### config.mk
export PLATFORM = sky130hd
export DESIGN_NAME = ecc_ram_wrap
export DESIGN_NICKNAME = d
export VERILOG_FILES = /design/src/rtl/ecc_ram_wrap.sv
export SDC_FILE = /design/constraint.sdc
export NUM_CORES = 2
export LEC_CHECK = 0
export ABC_CLOCK_PERIOD_IN_PS = 4700
export CAP_MARGIN = 20
export CORE_ASPECT_RATIO = 1.75
export CORE_MARGIN = 2
export CORE_UTILIZATION = 60
export CTS_CLUSTER_SIZE = 24
export DETAILED_ROUTE_END_ITERATION = 8
export GPL_TIMING_DRIVEN = 0
export PLACE_DENSITY = 0.77
export SLEW_MARGIN = 20
export SYNTH_ARGS = -nofsm -noshare
export SYNTH_HDL_FRONTEND = slang
export SYNTH_SLANG_ARGS = --single-unit
### constraint.sdc
create_clock -name clk -period 4.7 [get_ports clk]
set_clock_uncertainty 0.05 [all_clocks]
set_input_delay 0.94 -clock clk [delete_from_list [all_inputs] [get_ports clk]]
set_output_delay 0.94 -clock clk [all_outputs]
set_load 0.02 [all_outputs]
### src/rtl/ecc_ram_wrap.sv
module ecc_ram_wrap #(
  parameter int ADDR_W = 6
) (
  input  logic              clk,
  input  logic              rst_n,
  input  logic              req,
  input  logic              we,
  input  logic              size,
  input  logic              half,
  input  logic [ADDR_W-1:0] addr,
  input  logic [31:0]       wdata,
  input  logic [52:0]       wr_flip,
  output logic              ready,
  output logic              init_done,
  output logic              rvalid,
  output logic [31:0]       rdata,
  output logic              err_ce,
  output logic              err_ue,
  output logic [ADDR_W-1:0] err_addr
);
  localparam int DEPTH = 1 << ADDR_W;

  function automatic logic [6:0] enc16(input logic [15:0] d);
    logic [4:0] p;
    int j;
    p = 5'd0;
    j = 0;
    for (int pos = 1; pos < 22; pos++) begin
      if ((pos & (pos - 1)) != 0) begin
        if (d[j]) p = p ^ pos[4:0];
        j++;
      end
    end
    return {1'b1, ^{d, p}, p};
  endfunction

  function automatic logic [15:0] fix16(input logic [15:0] d, input logic [4:0] syn);
    logic [15:0] r;
    int j;
    r = d;
    j = 0;
    for (int pos = 1; pos < 22; pos++) begin
      if ((pos & (pos - 1)) != 0) begin
        if (syn == pos[4:0]) r[j] = ~r[j];
        j++;
      end
    end
    return r;
  endfunction

  function automatic logic [15:0] a16(input logic [ADDR_W-1:0] a);
    logic [15:0] r;
    r = '0;
    r[ADDR_W-1:0] = a;
    return r;
  endfunction

  logic [52:0]       mem [DEPTH];
  logic [52:0]       rd_q;
  logic [ADDR_W-1:0] icnt, rd_addr;
  logic              rd_size, rd_half;

  assign ready = init_done;
  wire acc = req && init_done;

  always_ff @(posedge clk or negedge rst_n) begin
    if (!rst_n) begin
      icnt      <= '0;
      init_done <= 1'b0;
      rvalid    <= 1'b0;
      rd_addr   <= '0;
      rd_size   <= 1'b0;
      rd_half   <= 1'b0;
    end else begin
      if (!init_done) begin
        icnt <= icnt + 1'b1;
        if (icnt == ADDR_W'(DEPTH - 1)) init_done <= 1'b1;
      end
      rvalid <= acc && !we;
      if (acc && !we) begin
        rd_addr <= addr;
        rd_size <= size;
        rd_half <= half;
      end
    end
  end

  always_ff @(posedge clk) begin
    if (!init_done) begin
      mem[icnt] <= {enc16(a16(icnt)), enc16(16'h0), enc16(16'h0), 32'h0};
    end else if (acc && we) begin
      if (size || !half) begin
        mem[addr][15:0]  <= wdata[15:0] ^ wr_flip[15:0];
        mem[addr][38:32] <= enc16(wdata[15:0]) ^ wr_flip[38:32];
      end
      if (size || half) begin
        mem[addr][31:16] <= wdata[31:16] ^ wr_flip[31:16];
        mem[addr][45:39] <= enc16(wdata[31:16]) ^ wr_flip[45:39];
      end
      mem[addr][52:46] <= enc16(a16(addr)) ^ wr_flip[52:46];
    end
    if (acc && !we) rd_q <= mem[addr];
  end

  logic [6:0] ck_lo, ck_hi, ck_ad;
  assign ck_lo = enc16(rd_q[15:0]);
  assign ck_hi = enc16(rd_q[31:16]);
  assign ck_ad = enc16(a16(rd_addr));

  wire [4:0] syn_lo = ck_lo[4:0] ^ rd_q[36:32];
  wire [4:0] syn_hi = ck_hi[4:0] ^ rd_q[43:39];
  wire par_lo = ^{rd_q[15:0], rd_q[37:32]};
  wire par_hi = ^{rd_q[31:16], rd_q[44:39]};

  wire ce_lo = par_lo && (syn_lo <= 5'd21);
  wire ce_hi = par_hi && (syn_hi <= 5'd21);
  wire ue_lo = (!par_lo && syn_lo != 5'd0) || (par_lo && syn_lo > 5'd21);
  wire ue_hi = (!par_hi && syn_hi != 5'd0) || (par_hi && syn_hi > 5'd21);
  wire ad_bad = ck_ad[5:0] != rd_q[51:46];

  wire use_lo = rd_size || !rd_half;
  wire use_hi = rd_size || rd_half;

  wire [15:0] fx_lo = fix16(rd_q[15:0], syn_lo);
  wire [15:0] fx_hi = fix16(rd_q[31:16], syn_hi);

  assign err_ue = rvalid && (ad_bad || (use_lo && ue_lo) || (use_hi && ue_hi));
  assign err_ce = rvalid && !err_ue && ((use_lo && ce_lo) || (use_hi && ce_hi));
  assign err_addr = (err_ce || err_ue) ? rd_addr : '0;
  assign rdata = !rvalid ? 32'h0 :
                 rd_size ? {fx_hi, fx_lo} :
                 {16'h0, rd_half ? fx_hi : fx_lo};

  assert_no_read_in_init_R10: assert property (@(posedge clk) disable iff (!rst_n)
    !init_done |=> !rvalid);
  assert_done_sticks_R1: assert property (@(posedge clk) disable iff (!rst_n)
    init_done |=> init_done);
  assert_flags_exclusive_R9: assert property (@(posedge clk) disable iff (!rst_n)
    !(err_ce && err_ue));
  assert_flags_need_read_R5: assert property (@(posedge clk) disable iff (!rst_n)
    (err_ce || err_ue) |-> rvalid);
  assert_read_latency_R2: assert property (@(posedge clk) disable iff (!rst_n)
    (req && !we && ready) |=> rvalid);
  assert_half_read_upper_zero_R4: assert property (@(posedge clk) disable iff (!rst_n)
    (rvalid && !rd_size) |-> (rdata[31:16] == 16'h0));
endmodule

---- Yosys cells after proc, flatten, opt, wreduce, memory -nomap -nowiden ----
Memory sizes are Yosys's and may differ from the RTL's. A register that Yosys moved wholly into a read port is not among the register bits.
Index checks and enable logic that the tools add are counted.
Widths: inputs -> output; s select.
cells by class
  bitwise gates (word level) .............. 134
  add/subtract/negate cells ............... 57
  equal/unequal tests ..................... 34
  reductions and logical operators ........ 42
  $lt $le $gt $ge ......................... 64
  mux-type cells .......................... 614
operators by type and width
  cell                   count
  $mux 32                137
  $lt 32x6->1 const B    60
  $add 32x2->32 const B  56
  $mux 5                 176
  $bmux 1 s4             60
  $mux 4                 46
  $mux 1                 136
  $not 3->3              37
  $reduce_xor 21->1      5
  $not 2->2              52
  $mux 3                 24
  $eq 5x4->1 const B     14
  $mux 53                1
  $reduce_or 53->1       1
  $eq 5x5->1 const B     10
  $mux 16                3
  $reduce_xor 22->1      2
  $not 1->1              32
  $xor 16x16->16         2
  $eq 5x3->1 const B     6
  $mux 15                2
  $mux 14                2
  $mux 13                2
  $mux 12                2
  20 further kinds       77
storage, ports and cells
  bits in writable memories ............... 3392
  flip-flop bits (word level) ............. 16
  bits of input ports ..................... 97
  output and inout port bits .............. 43
  logic and storage cells ................. 952
  memories ................................ 1
memories
  name  words  width  rd ports  clocked after Yosys merged registers in  write ports  line  source
  mem   64     53     1         1                                        1            58    logic [52:0] mem [DEPTH];

---- Depth between registers and ports, before layout ----
  depth after elaboration ................. 85
  depth in mapped cells ................... 11
  gate-level depth less buffers ........... 7

---- Worst setup path before layout ----
Ideal clock, no wire load.
  path kind ............................... input to register
  start ................................... input addr[1]
  end ..................................... memory mem[0][48], data pin
  slack ................................... -0.889 ns
  path buffers ............................ 4
  data required time ...................... 3.948 ns
  stages .................................. 7
  setup time .............................. 0.702 ns
  arrival time ............................ 4.838 ns
  cell sequence ........................... clkbuf_1 > clkbuf_1 > clkbuf_1 > buf_1 > xnor2_1 > xnor2_1 > o21ai_0
on the way
  cells in the longest elaborated chain, start to end .. 58
  elaborated cells between the ends (all ways) .. 82
  those cells by class .................... mux: 73; bitwise: 9
ends and longest elaborated chain
  element                                    line  source
  from (decl)                                10    input logic [ADDR_W-1:0] addr,
  $bmux 1 s4                                 30    if (d[j]) p = p ^ pos[4:0];
  $mux 1 (not written as such) (2 in a row)  30
  $mux 3                                     30
  $mux 5                                     91    end else if (acc && we) begin
  $mux 5                                     89    if (!init_done) begin
  $not 2->2 (no source line)                 -
  $mux 3                                     30
  $mux 5                                     91
  [... 41 more ...]                          -
  $mux 5                                     91
  $mux 5                                     89
  $not 3->3 (no source line)                 -
  $mux 5 *                                   30
  $mux 5 *                                   91
  $mux 5 *                                   89
  $xor 7x7->7 *                              100   mem[addr][52:46] <= enc16(a16(addr)) ^ wr_flip[52:46];
  $mux 53 (no source line) *                 -
  to (decl)                                  58
Mark *: on every way between the ends. The rest lies on a longest branch, timed or not. The select of a mux whose other input is x is not followed.

---- Final worst setup path ----
  start ................................... input we
  end ..................................... memory mem[16][7] (enable)
on the way
  cells in the longest elaborated chain, start to end .. 6
  elaborated cells between the ends (all ways) .. 13
  those cells by class .................... mux: 11; reduce/logical: 2
ends and longest elaborated chain
  element                                            line  source
  from (decl)                                        7     input logic we,
  $logic_and 1x1->1 *                                91
  $mux 1                                             91
  $mux 1                                             89
  $mux 1, on equally long branches                   -
  $reduce_or 53->1 (no source line)                  -
  $mux 6 (no source line) or $mux 3 (tied branches)  -
Mark *: on every way between the ends. The rest lies on a longest branch, timed or not.

==> impl_results.md <==
- Final setup fails: 152
- Fin nets: 6,286
- CP arrival: 5.39 ns
- CTS Buf Count: 276
- Sw power: about 12,000 µW
- Post-synthesis sequential area ratio: 76.7%
- Post-DP HPWL: 256,000 µm
- Initial core utilization: 60.2%
- Relative slew slack: 9.31%
- CTS sink count: 3,266
- Worst-path maximum fanout: 10
- Violated checks: setup timing
- CP Launch Type: input port
- Cells along the critical path: clkdlybuf4s50_1, nand3_1, nand2_1, and2_1, clkbuf_1, nand2_1, clkbuf_1, nor3_2, buf_4, buf_4
- Layout overhead on the synthesized area: 15.9%
- Post-synthesis average cell area: 23.8 µm²
- Comb pwr share: around 3.3%
- Die Height: 615 µm
- Switch share: about 21%
- Hold_ws: about 0.0012 ns
- EDFF count, synth: 3,250
- Total gr overflow: 0
- First-pass GRT wire length: around 550,000 µm
- Clock Power Share: 40.8%
- Most frequent cells after synthesis: 3,250 x edfxtp_1, 1,050 x mux4_2, 236 x clkbuf_1
- Dominant cell type by area after synthesis: edfxtp_1
- Mapped cell area: around 0.13 mm²
- FMAX: 205 MHz
- Setup ws final: -0.175 ns
- Largest cells by area after synthesis: edfxtp_1 76%, mux4_2 19%, xnor2_1 1.1%
- MaxCap Viol Count: 0
- Vias: ~66k
- Starting DRT DRC Count: 10.7k
- Pins Over Slew Limit: 0
- Core Region: 0.212 mm²
- RSZ-0062 raised after global routing: yes
- Pwr Density: 380 mW/mm²
- GPL Wtd Cong: 1.01
- Gr usage total: 37.4%
- Post-Route WL: 400,000 µm
- CP max stage cell: clkdlybuf4s50_1
- Actual slew at the worst max-slew pin: roughly 1.4 ns
- HP Class: input port to async pin
- DRC viols: 0
- Avg WL per Cell: 43.2 µm
- Die width: around 350 µm
- PortBufs: 132
- Post-route clock period utilization: 104%
- Die ar.: 0.217 mm²
- Synth cell types: between 50 and 60
- Worst EP required: 5.22 ns
- Routed vias/inst: 7.17
- Count leader, synth: edfxtp_1
- Mapped Cells: 5,363
- Worst setup path class: input port to flip-flop
- Crit. End Element: flip-flop
- Clock latency on the worst-skew pair: 0.90 ns
- Place WS: -2.35 ns
- Worst-path clk slew: 0.07 ns
- Seq pwr share: 55.9%
- Syn_nets: 5,464
- Register bit total from synthesis: about 3.3k
- Post-synth top area share: 76.4%
- Hold-fix buffers at CTS: 0
- Ys Warns: 0
- Share of layout cells above drive strength 1: between 30% and 40%
- Fin crit period: 4.88 ns
- Pleak: 0.0394 µW
- Via count of the first global-routing pass: 67.6k
- Commonest register cell after synthesis: edfxtp_1
- Pre-antenna DRT Iters: 6
- Final hold violation count: 0
- CTS tree: done
- H-tree levels: 5
- Status: finished, violations left
- Antenna violations before repair: 43
- Detail Route Antenna Nets: 0
- FFs w/ async S/R, synth: 0.490%
- Clk buf depth: 4
- Fill cells: 11.6k
- # rows: about 220
- CP max stage delay: around 0.7 ns
- Root Buffer: clkbuf_16
- P_int: ~45,000 µW
- Largest net degree at the start of global routing: 41
- Max VDD drop: 0.000315 V
- I/O Pins: 140
-- sequential cells by signal (all words and copies together), names as in the netlist --
name	count
mem	3200
rd_q	50
icnt	6
rd_addr	6
init_done	1
rd_half	1
rd_size	1
rvalid	1
-- cells by family (layout without fill, tap and decap cells) --
logic type      after synthesis  count (layout)  share of synthesized area (%)
xor+xnor                    246             246                           1.95
buf+inv                     318            1345                          0.962
other cells                   0              34                              0
mux                        1057            1057                           18.6
fa+ha+maj                     4               4                         0.0392
compound gates               57              57                          0.356
simple gates                415             415                           1.47
flops                      3266            3266                           76.7
-- power by group through the flow --
stage | clock [µW] | sequential [µW] | combinational [µW]
floorplan | 0 | 32100 | 1020
global placement | 0 | 32100 | 1630
detailed placement | 0 | 32100 | 1740
CTS | 22900 | 31500 | 1780
global route | 23800 | 31500 | 1870
finish | 23000 | 31500 | 1830
-- layer usage --
metal	routed length, µm	global-route usage [%]	vias up
met1	113000	40.9	34300
met5	149	0	-
met3	44800	10.3	1560
met2	197000	60.6	5918
li1	-	-	24500
met4	44600	31.8	16
-- cells in the final DEF (no fill, tap or decap), types with 10 or more instances in the layout --
cell type | synthesis | routed
buf_2 | 26 | 42
clkbuf_16 | 0 | 284
buf_1 | 34 | 19
xor2_1 | 54 | 40
inv_1 | 21 | 20
buf_6 | 0 | 39
xor2_2 | 1 | 13
dlygate4sd2_1 | 0 | 11
nor3_4 | 0 | 28
buf_16 | 0 | 32
clkbuf_2 | 0 | 91
xnor2_2 | 3 | 18
edfxtp_1 | 3250 | 3250
buf_4 | 1 | 278
clkdlybuf4s50_1 | 0 | 93
buf_12 | 0 | 70
nand4_1 | 10 | 10
nor3_2 | 0 | 83
nand3_1 | 21 | 19
nand2_1 | 69 | 68
xnor2_1 | 166 | 144
clkbuf_1 | 236 | 200
nor2_4 | 0 | 71
dfrtp_1 | 16 | 16
bufinv_16 | 0 | 24
nor2_1 | 157 | 83
clkinv_2 | 0 | 39
o211a_1 | 12 | 12
clkinv_1 | 0 | 52
mux4_2 | 1050 | 1050
clkinvlp_4 | 0 | 17
diode_2 | 0 | 34
-- worst paths after layout --
| kind | startpoint | endpoint | slack, ns | cells past startpoint |
|---|---|---|---|---|
| setup / recovery | we | mem[16][7] | -0.18 | 10 |
| hold / removal | rst_n | rd_addr[5] | 0.001 | 1 |
| setup reg to reg | init_done | mem[16][7] | -0.02 | 9 |
| hold reg to reg | icnt[5] | icnt[5] | 0.62 | 1 |
| max in group asynchronous | rst_n | rd_size | 4.17 | 1 |
| min in group clk | icnt[5] | icnt[5] | 0.62 | 1 |
-- worst max-delay path: cells and delay by family --
| kind | cells | cell delay, ns |
|---|---|---|
| buf+inv | 5 | 2.51 |
| simple gates | 5 | 1.91 |
-- layout make-up --
type | instances | area, µm² | area share [%]
Sequential cell | 3266 | 98000 | 66.1
Multi-Input combinational cell | 1779 | 30400 | 20.5
Clock buffer | 334 | 7300 | 4.93
Timing Repair Buffer | 546 | 6020 | 4.06
Tap cell | 2825 | 3530 | 2.39
Clock inverter | 149 | 1430 | 0.962
Buffer | 295 | 1280 | 0.867
Antenna cell | 34 | 85.1 | 0.0574
Inverter | 21 | 78.8 | 0.0532
-- per-stage QoR --
stage,std cells,setup TNS (ns),util [%],area [µm²],power (µW)
finish,9249,-10.87,69.8,148000,56300
global route,9234,-5.53,69.8,148000,57200
CTS,9194,-0.662,69.5,148000,56200
detailed placement,8689,-3420.74,65.2,138000,33900
global placement,8320,-,62.5,133000,33800
floorplan,5363,-9.09,-,128000,33200
-- timing repair --
item	4_1_cts	5_1_grt
endpoints found under the setup margin	2246	603
pin swaps	11	21
resized for setup	146	93
buffers inserted	23	17
Power figures use the tool's default switching activity.
